`src/rtl/cal_rtc_pkg.sv`:
```
package cal_rtc_pkg;
  localparam int WORD_W        = 32;
  localparam int FLAG_DATE_BIT = 7;
  localparam int FLAG_TIME_BIT = 8;

  typedef enum logic [2:0] {
    SEL_NONE,
    SEL_CTRL,
    SEL_DATE,
    SEL_TIME,
    SEL_SCR
  } reg_sel_e;

  // Per-layout address map; layout 0 is compact, layout 1 is wide.
  function automatic int unsigned date_off(input int unsigned layout);
    return (layout == 0) ? 32'h004 : 32'h010;
  endfunction

  function automatic int unsigned time_off(input int unsigned layout);
    return (layout == 0) ? 32'h008 : 32'h014;
  endfunction

  function automatic int unsigned scr_base(input int unsigned layout);
    return (layout == 0) ? 32'h020 : 32'h100;
  endfunction

  function automatic int unsigned scr_num(input int unsigned layout);
    return (layout == 0) ? 4 : 8;
  endfunction

  // Days in a month; out-of-range months count as 31 days.
  function automatic logic [7:0] month_len(input logic [7:0] month, input logic leap);
    logic [7:0] len;
    case (month)
      8'd2:                      len = leap ? 8'd29 : 8'd28;
      8'd4, 8'd6, 8'd9, 8'd11:   len = 8'd30;
      default:                   len = 8'd31;
    endcase
    return len;
  endfunction
endpackage

```
`src/rtl/cal_rtc_decode.sv`:
```
module cal_rtc_decode
  import cal_rtc_pkg::*;
#(
  parameter int LAYOUT = 0,
  parameter int ADDR_W = 10,
  parameter int IDX_W  = 2
) (
  input  logic [ADDR_W-1:0] addr,
  output reg_sel_e          sel,
  output logic [IDX_W-1:0]  scr_idx
);
  localparam logic [ADDR_W-1:0] CTRL_A = '0;
  localparam logic [ADDR_W-1:0] DATE_A = ADDR_W'(date_off(LAYOUT));
  localparam logic [ADDR_W-1:0] TIME_A = ADDR_W'(time_off(LAYOUT));
  localparam logic [ADDR_W-1:0] SCR_A  = ADDR_W'(scr_base(LAYOUT));
  localparam logic [ADDR_W:0]   SCR_E  = (ADDR_W+1)'(scr_base(LAYOUT) + 4 * scr_num(LAYOUT));

  logic [ADDR_W-1:0] scr_rel;
  logic              aligned;
  logic              in_scr;

  assign aligned = (addr[1:0] == 2'b00);
  assign scr_rel = addr - SCR_A;
  assign scr_idx = IDX_W'(scr_rel >> 2);
  assign in_scr  = (addr >= SCR_A) && ({1'b0, addr} < SCR_E);

  always_comb begin
    sel = SEL_NONE;
    if (aligned) begin
      if (addr == CTRL_A)      sel = SEL_CTRL;
      else if (addr == DATE_A) sel = SEL_DATE;
      else if (addr == TIME_A) sel = SEL_TIME;
      else if (in_scr)         sel = SEL_SCR;
    end
  end
endmodule

```
`src/rtl/cal_rtc_calendar.sv`:
```
module cal_rtc_calendar
  import cal_rtc_pkg::*;
(
  input  logic              clk,
  input  logic              rst,
  input  logic [WORD_W-1:0] preset_date,
  input  logic [WORD_W-1:0] preset_time,
  input  logic              tick,
  input  logic              wr_date,
  input  logic              wr_time,
  input  logic [WORD_W-1:0] wdata,
  output logic [WORD_W-1:0] date_q,
  output logic [WORD_W-1:0] time_q
);
  logic [7:0]  sec, mnt, hr, day, mon;
  logic [2:0]  wday;
  logic [15:0] yr;
  logic        s_wrap, m_wrap, h_wrap, d_wrap, mo_wrap;
  logic [WORD_W-1:0] nxt_date, nxt_time;

  assign sec  = time_q[7:0];
  assign mnt  = time_q[15:8];
  assign hr   = time_q[23:16];
  assign wday = time_q[31:29];
  assign day  = date_q[7:0];
  assign mon  = date_q[15:8];
  assign yr   = date_q[31:16];

  assign s_wrap  = (sec >= 8'd59);
  assign m_wrap  = (mnt >= 8'd59);
  assign h_wrap  = (hr >= 8'd23);
  assign d_wrap  = (day >= month_len(mon, yr[1:0] == 2'b00));
  assign mo_wrap = (mon >= 8'd12);

  always_comb begin
    nxt_time = time_q;
    nxt_date = date_q;
    nxt_time[7:0] = s_wrap ? 8'd0 : sec + 8'd1;
    if (s_wrap) begin
      nxt_time[15:8] = m_wrap ? 8'd0 : mnt + 8'd1;
      if (m_wrap) begin
        nxt_time[23:16] = h_wrap ? 8'd0 : hr + 8'd1;
        if (h_wrap) begin
          nxt_time[31:29] = (wday >= 3'd6) ? 3'd0 : wday + 3'd1;
          nxt_date[7:0]   = d_wrap ? 8'd1 : day + 8'd1;
          if (d_wrap) begin
            nxt_date[15:8] = mo_wrap ? 8'd1 : mon + 8'd1;
            if (mo_wrap) nxt_date[31:16] = yr + 16'd1;
          end
        end
      end
    end
  end

  always_ff @(posedge clk) begin
    if (rst) begin
      date_q <= preset_date;
      time_q <= preset_time;
    end else if (wr_date || wr_time) begin
      if (wr_date) date_q <= wdata;
      if (wr_time) time_q <= wdata;
    end else if (tick) begin
      date_q <= nxt_date;
      time_q <= nxt_time;
    end
  end
endmodule

```
`src/rtl/cal_rtc_scratch.sv`:
```
module cal_rtc_scratch #(
  parameter int NUM   = 4,
  parameter int IDX_W = 2,
  parameter int DW    = 32
) (
  input  logic             clk,
  input  logic             rst,
  input  logic             we,
  input  logic [IDX_W-1:0] idx,
  input  logic [DW-1:0]    wdata,
  output logic [DW-1:0]    rdata
);
  logic [DW-1:0] mem [NUM];

  for (genvar g = 0; g < NUM; g++) begin : g_word
    always_ff @(posedge clk) begin
      if (rst)                                   mem[g] <= '0;
      else if (we && (idx == IDX_W'(g)))         mem[g] <= wdata;
    end
  end

  assign rdata = mem[idx];
endmodule

```
`src/rtl/cal_rtc_regs.sv`:
```
module cal_rtc_regs
  import cal_rtc_pkg::*;
#(
  parameter int LAYOUT = 0,
  parameter int ADDR_W = 10
) (
  input  logic              clk,
  input  logic              rst,
  input  logic              bus_en,
  input  logic              bus_we,
  input  logic [ADDR_W-1:0] bus_addr,
  input  logic [31:0]       bus_wdata,
  output logic [31:0]       bus_rdata,
  input  logic              tick,
  input  logic [31:0]       preset_date,
  input  logic [31:0]       preset_time
);
  localparam int SCR_NUM = scr_num(LAYOUT);
  localparam int IDX_W   = $clog2(SCR_NUM);

  reg_sel_e          sel;
  logic [IDX_W-1:0]  scr_idx;
  logic              acc_wr, acc_rd;
  logic              flag_date, flag_time;
  logic [31:0]       date_q, time_q, scr_word;
  logic [31:0]       ctrl_word, rd_mux;

  assign acc_wr = bus_en && bus_we;
  assign acc_rd = bus_en && !bus_we;

  cal_rtc_decode #(.LAYOUT(LAYOUT), .ADDR_W(ADDR_W), .IDX_W(IDX_W)) u_decode (
    .addr(bus_addr), .sel(sel), .scr_idx(scr_idx)
  );

  cal_rtc_calendar u_calendar (
    .clk(clk), .rst(rst),
    .preset_date(preset_date), .preset_time(preset_time),
    .tick(tick),
    .wr_date(acc_wr && (sel == SEL_DATE)),
    .wr_time(acc_wr && (sel == SEL_TIME)),
    .wdata(bus_wdata),
    .date_q(date_q), .time_q(time_q)
  );

  cal_rtc_scratch #(.NUM(SCR_NUM), .IDX_W(IDX_W), .DW(WORD_W)) u_scratch (
    .clk(clk), .rst(rst),
    .we(acc_wr && (sel == SEL_SCR)),
    .idx(scr_idx), .wdata(bus_wdata), .rdata(scr_word)
  );

  // Sticky write-pending flags, cleared by a control read.
  always_ff @(posedge clk) begin
    if (rst) begin
      flag_date <= 1'b0;
      flag_time <= 1'b0;
    end else if (acc_rd && (sel == SEL_CTRL)) begin
      flag_date <= 1'b0;
      flag_time <= 1'b0;
    end else if (acc_wr) begin
      if (sel == SEL_DATE) flag_date <= 1'b1;
      if (sel == SEL_TIME) flag_time <= 1'b1;
    end
  end

  always_comb begin
    ctrl_word = '0;
    ctrl_word[FLAG_DATE_BIT] = flag_date;
    ctrl_word[FLAG_TIME_BIT] = flag_time;
  end

  always_comb begin
    case (sel)
      SEL_CTRL: rd_mux = ctrl_word;
      SEL_DATE: rd_mux = date_q;
      SEL_TIME: rd_mux = time_q;
      SEL_SCR:  rd_mux = scr_word;
      default:  rd_mux = '0;
    endcase
  end

  always_ff @(posedge clk) begin
    if (rst)         bus_rdata <= '0;
    else if (acc_rd) bus_rdata <= rd_mux;
  end
endmodule

```
`config.mk`:
```
export PLATFORM = sky130hd
export DESIGN_NAME = cal_rtc_regs
export DESIGN_NICKNAME = d
export VERILOG_FILES = /design/src/rtl/cal_rtc_pkg.sv /design/src/rtl/cal_rtc_decode.sv /design/src/rtl/cal_rtc_calendar.sv /design/src/rtl/cal_rtc_scratch.sv /design/src/rtl/cal_rtc_regs.sv
export SDC_FILE = /design/constraint.sdc
export NUM_CORES = 1
export LEC_CHECK = 0
export ABC_AREA = 0
export BUFFER_PORTS_ARGS = -buffer_cell sky130_fd_sc_hd__buf_2
export CAP_MARGIN = 30
export CORE_ASPECT_RATIO = 1.2
export CORE_UTILIZATION = 53
export CTS_BUF_LIST = sky130_fd_sc_hd__clkbuf_16
export DETAILED_ROUTE_END_ITERATION = 6
export HOLD_SLACK_MARGIN = 0.15
export PLACE_DENSITY_LB_ADDON = 0.3
export SYNTH_ARGS = -nofsm -noshare
export SYNTH_HDL_FRONTEND = slang
export SYNTH_HIERARCHICAL = 1
export SYNTH_SLANG_ARGS = --single-unit
```
`constraint.sdc`:
```
create_clock -name clk -period 4.8 [get_ports clk]
set_clock_uncertainty 0.2 [all_clocks]
set_input_delay 0.48 -clock clk [delete_from_list [all_inputs] [get_ports clk]]
set_output_delay 0.48 -clock clk [all_outputs]
set_load 0.02 [all_outputs]
```
==> results of run 1 <==
[area by class of cell]
| cell class | count | area, um2 |
|---|---|---|
| fillers | 1581 | 7430 |
| repair buffers | 245 | 1710 |
| well taps | 270 | 338 |
| inverters | 28 | 105 |
| multi-input cells | 626 | 4380 |
| clock buffers | 23 | 576 |
| flip-flops and latches | 226 | 6450 |
| clock inverters | 16 | 68.8 |
[sequential cells by signal (all words and copies together), names as in the netlist]
signal,count
u_scratch/mem,128
u_calendar/time_q,32
u_calendar/date_q,32
flag_date,1
bus_rdata,32
flag_time,1
[timing repair]
| action | CTS | global route |
|---|---|---|
| hold buffers | 73 | 0 |
| setup endpoints to repair | 0 | 0 |
| buffers inserted | 0 | 0 |
| hold endpoints to repair | 61 | 0 |
[worst max-delay path, cell delays in order]
cell           delay (ns)
buf_2                0.10
or4_4                0.55
nor3_2               0.43
buf_4                0.28
and4_1               0.25
nor2_1               0.09
buf_4                0.19
nor2_1               0.53
buf_6                0.23
a22o_1               0.14
dlygate4sd3_1        0.56
[routing by layer]
| metal | track usage | wire length (um) |
|---|---|---|
| met1 | 0.386 | 12300 |
| met2 | 0.439 | 14500 |
| met3 | 0.0380 | 2650 |
| met4 | 0.126 | 1360 |
| met5 | 0 | 0 |
[power breakdown]
part | switching (mW) | internal [mW] | leakage [nW]
registers | 0.0781 | 2.26 | 2.14
logic | 0.274 | 0.226 | 2.62
clock network | 0.714 | 0.863 | 0.335
[kinds of logic (layout without fill, tap and decap cells)]
logic type,Yosys count,in the layout,synth area share
xor+xnor,27,27,0.0208
mux,36,36,0.0670
flops,226,226,0.566
compound gates,228,228,0.143
simple gates,321,321,0.136
fa+ha+maj,14,14,0.0154
buf+inv,102,312,0.0511
[worst min path at each step]
stage,from,to,cells past startpoint
2_1_floorplan,flag_date,flag_date,2
3_3_place_gp,bus_rdata[7],bus_rdata[7],2
3_5_place_dp,bus_rdata[7],bus_rdata[7],2
4_1_cts,bus_wdata[28],u_calendar/date_q[28],3
5_1_grt,preset_date[3],u_calendar/date_q[3],3
6_report,preset_date[3],u_calendar/date_q[3],3
[cells in the final DEF, fill, tap and decap left out, types with 6 or more instances in the layout]
cell	count
dfxtp_1	34
o21ai_1	33
and3_1	7
inv_1	33
a221oi_1	11
nand2_1	76
nor2_1	144
ha_1	14
a2bb2oi_1	28
nor3_1	6
clkinv_1	6
nand3b_1	34
o21ai_0	29
a22o_1	11
xor2_1	15
edfxtp_1	192
a21oi_1	24
buf_2	141
clkbuf_16	23
nand3_1	13
buf_4	28
mux4_2	32
dlygate4sd3_1	73
xnor2_1	12
a22oi_1	43
==> impl_metrics.json, run 1 <==
{
  "crit_path_end": "u_calendar/date_q[15]",
  "min_period_ns": 3.68,
  "fmax_mhz": 272,
  "drc": 0,
  "postSynthCellCount": 954,
  "n_antenna_cell": 0,
  "htree_levels": 1,
  "drv_cap": 0,
  "drtPass1Iterations": 6,
  "place.gp.congestion": 0.942,
  "ant_nets": 0,
  "syn_area_um2": 11400,
  "fin_nets": 1275,
  "ys_seq_area_frac": 0.566,
  "critPathArrivalTime_ns": 3.85,
  "yosys-top-cells-count": "edfxtp_1 (192), nor2_1 (145), nand2_1 (76)",
  "r2r_end": "u_calendar/date_q[29]",
  "cts_buffers": 23,
  "yosysUniqueCellTypes": 69,
  "r2r_slack_ns": 1.64,
  "grt-ovfl-total": 0,
  "slew_violations": 0,
  "hold_viol_final": 0,
  "ios": 143,
  "drt_iter0_drc": 1044,
  "rr_startpoint": "u_calendar/date_q[13]",
  "port_buffers": 142,
  "cts_sinks": 226,
  "num_vias": 8802,
  "wl_per_cell_um": 21.5,
  "cp-start-kind": "input pin",
  "track_usage": 0.279,
  "dp_slack_ns": 0.697,
  "maxSlewHeadroom": 0.403,
  "vias_per_cell": 6.14,
  "path_class": "in -> reg",
  "setup_viol": 0,
  "fin_setup_tns_ns": 0,
  "drt-total-wl_um": 30800,
  "synth_edf_count": 192,
  "holdWs_ns": 0.167,
  "clk_latency_ns": 0.51,
  "synth.most_common_cell": "edfxtp_1",
  "design_area_um2": 13600,
  "rows": 58,
  "drive_above_1_share": 0.225,
  "area_growth_pct": 19.6,
  "power.total_mw": 4.41,
  "synth_top_area_share": 0.506,
  "post_dp_cell_area_um2": 12200,
  "synth-seq-cells": 226,
  "cp-startpoint": "bus_addr[9]",
  "ctsLongestPathBuffers": 3,
  "rr_worst_depth": 10,
  "p_leak_nw": 5.09,
  "fp.dieArea_um2": 22100,
  "vdd_drop_max_uv": 221,
  "cp_data_required_time_ns": 4.97,
  "dpl.cell_count": 1322,
  "synth_warnings": 6,
  "finalCoreUtilization": 0.647,
  "critPathCaptureType": "register",
  "synth_flop_cell": "edfxtp_1",
  "dieHeight_um": 163,
  "grt_pass1_vias": 8289,
  "cts_resized": 0,
  "instances_no_fill": 1434,
  "ys_top_cells_by_area": "edfxtp_1 (51%), mux4_2 (6.3%), dfxtp_1 (6.0%)",
  "status": "finished, final reports clean",
  "synthArstFlopShare": 0,
  "tightest_slew_ns": 0.895,
  "min_path_type": "in -> reg",
  "start_util": 0.541,
  "setup_ws_ns": 1.12,
  "post_synth.cell_area_avg_um2": 11.9,
  "fp.dieW_um": 136,
  "grt_setup_unrepaired": "no",
  "crit_fanout": 12,
  "dp_hpwl_um": 20200,
  "grt_max_degree": 83,
  "grt_pass1_wl_um": 46300,
  "antenna_found_initial": 0,
  "yosys.area.top_type": "edfxtp_1",
  "design.core.area_um2": 21000,
  "syn_nets": 1079,
  "path_clk_slew_ns": 0.06,
  "post-route-period-util": 0.766,
  "cts_tree": "yes",
  "p_per_area_nw_per_um2": 324,
  "root_buffer": "clkbuf_16"
}
Note: power is estimated with default switching activity, not from simulation.
==> inputs of run 2 (changes only) <==
clock period = 3.1 ns   (was 4.8 ns; I/O delays follow)
==> run 2 against run 1 <==
Global-route usage up 2.7 points; clock power up 99%; count of clock-buffer cells in the layout unchanged; power up 74%; sequential power up 55%; critical path depth unchanged; setup slack worse by 1.1 ns; flip-flop and latch count unchanged; routed wire length up 9.5%.
==> impl_metrics.json, run 2 (synthesized netlist as in run 1, its figures left out) <==
{
  "cts_buffers": 23,
  "clk_latency_ns": 0.53,
  "ios": 143,
  "drtPass1Iterations": 6,
  "htree_levels": 1,
  "fp.dieW_um": 136,
  "grt_max_degree": 93,
  "cts_tree": "yes",
  "dp_slack_ns": -0.205,
  "design.core.area_um2": 21000,
  "port_buffers": 142,
  "rows": 58,
  "p_per_area_nw_per_um2": 521,
  "root_buffer": "clkbuf_16",
  "cp_data_required_time_ns": 3.17,
  "cp_common_cell": "buf_4",
  "drt_iter0_drc": 1142,
  "use_met2": 0.493,
  "p_leak_nw": 5.58,
  "top_usage_layer": "met2",
  "fp.dieArea_um2": 22100,
  "fillers": 1401,
  "cp-start-kind": "input pin",
  "setup_viol": 0,
  "crit_fanout": 10,
  "start_util": 0.541,
  "status": "finished, final reports clean",
  "ant_nets": 0,
  "finalCoreUtilization": 0.699,
  "place.gp.congestion": 0.952,
  "cp-startpoint": "bus_addr[6]",
  "ctsLongestPathBuffers": 3,
  "hold_viol_final": 0,
  "largest_register_ffs": 128,
  "rr_startpoint": "u_calendar/date_q[13]",
  "min_period_ns": 3.08,
  "dp_hpwl_um": 20400,
  "crit_path_top_delay_cell": "dlygate4sd3_1",
  "track_usage": 0.306,
  "r2r_slack_ns": 0.16,
  "r2r_end": "u_calendar/date_q[30]",
  "area_growth_pct": 29.2,
  "cts_sinks": 226,
  "final_common_cell": "edfxtp_1",
  "grt_pass1_vias": 9029,
  "wl_per_cell_um": 22.3,
  "power.total_mw": 7.66,
  "post-route-period-util": 0.993,
  "grt-ovfl-total": 0,
  "vias_per_cell": 6.14,
  "critPathArrivalTime_ns": 3.15,
  "path_cells": "buf_2, or4_4, nor4_4, and2b_1, and4_4, or2_4, buf_4, buf_4, nand2_2, o21ai_0, dlygate4sd3_1",
  "maxSlewHeadroom": 0.393,
  "grt_pass1_wl_um": 50700,
  "layout_common_cells": "edfxtp_1 (192), nor2_1 (142), buf_2 (141)",
  "drc": 0,
  "setup_ws_ns": 0.0222,
  "vdd_drop_max_uv": 470,
  "tightest_slew_ns": 0.910,
  "fmax_mhz": 325,
  "slew_violations": 0,
  "num_vias": 9289,
  "fin_nets": 1350,
  "crit_path_end": "u_calendar/date_q[13]",
  "drive_above_1_share": 0.265,
  "antenna_found_initial": 2,
  "critPathCaptureType": "register",
  "min_path_type": "in -> reg",
  "dieHeight_um": 163,
  "top_register": "u_scratch/mem",
  "path_class": "in -> reg",
  "rr_worst_depth": 10,
  "gr-usage-met1": 0.409,
  "drv_cap": 0,
  "grt.met3_usage": 0.0417,
  "path_clk_slew_ns": 0.06,
  "drt-total-wl_um": 33700,
  "crit_path_max_incr_delay_ns": 0.59
}
-- run 2: changes by cell type in the layout (fill, tap and decap cells not counted), sizes merged, moves of 2 or more --
| cell | before | now |
|---|---|---|
| dlygate4sd3 | 73 | 118 |
| buf | 172 | 202 |
| bufinv | 0 | 7 |
| inv | 33 | 29 |
| diode | 0 | 2 |
-- run 2: worst min path at each step --
stage / cells after the start / from / endpoint
4_1_cts: 3 / bus_wdata[19] / u_scratch/mem[2][19]
5_1_grt: 3 / bus_wdata[19] / u_calendar/date_q[19]
2_1_floorplan: 1 / rst / flag_date
3_3_place_gp: 2 / bus_rdata[3] / bus_rdata[3]
3_5_place_dp: 2 / bus_rdata[4] / bus_rdata[4]
6_report: 3 / bus_wdata[19] / u_calendar/date_q[19]
-- run 2: critical path, delay by kind of cell --
family                 cells  cell delay (ns)
buffers and inverters      4             1.04
AND/OR/NAND/NOR            6             1.69
AO/OA/AOI/OAI              1             0.10
-- run 2: repair_timing --
item                                    4_1_cts  5_1_grt
hold buffers                                127        0
endpoints found under the setup margin        0       47
buffers inserted                              0        7
endpoints found under the hold margin       194        0
gates resized for setup                       0       13
-- run 2: final cells by class --
type	instances	area (um2)	area share
multi-input cells	626	4500	0.306
flip-flops and latches	226	6450	0.438
well taps	270	338	0.0230
clock buffers	23	576	0.0391
clock inverters	19	279	0.0190
repair buffers	320	2460	0.167
diodes	2	5.00	0.000340
inverters	28	105	0.00715
-- run 2: routing by layer --
metal  vias to the layer above  share of wire
met5                         -              0
met4                         0          0.050
met3                       123          0.098
met2                       644           0.48
met1                      4411           0.37
li1                       4111              -
-- run 2: stage by stage --
stage / setup TNS (ns) / instance area (um2) / hold slack, ns / instances
global route: -0.0981 / 14700 / 0.205 / 1514
CTS: 0 / 14700 / 0.175 / 1514
global placement: -8.42 / 12500 / 0.234 / 1343
finish: 0 / 14700 / 0.0785 / 1514
floorplan: -51.67 / 11500 / 0.183 / 954
detailed placement: -7.65 / 12600 / 0.237 / 1345
-- run 2: report_power, final --
group	leakage [nW]	switching (mW)	internal, mW
logic	3.02	0.461	0.428
clock network	0.420	1.21	1.94
registers	2.14	0.129	3.50
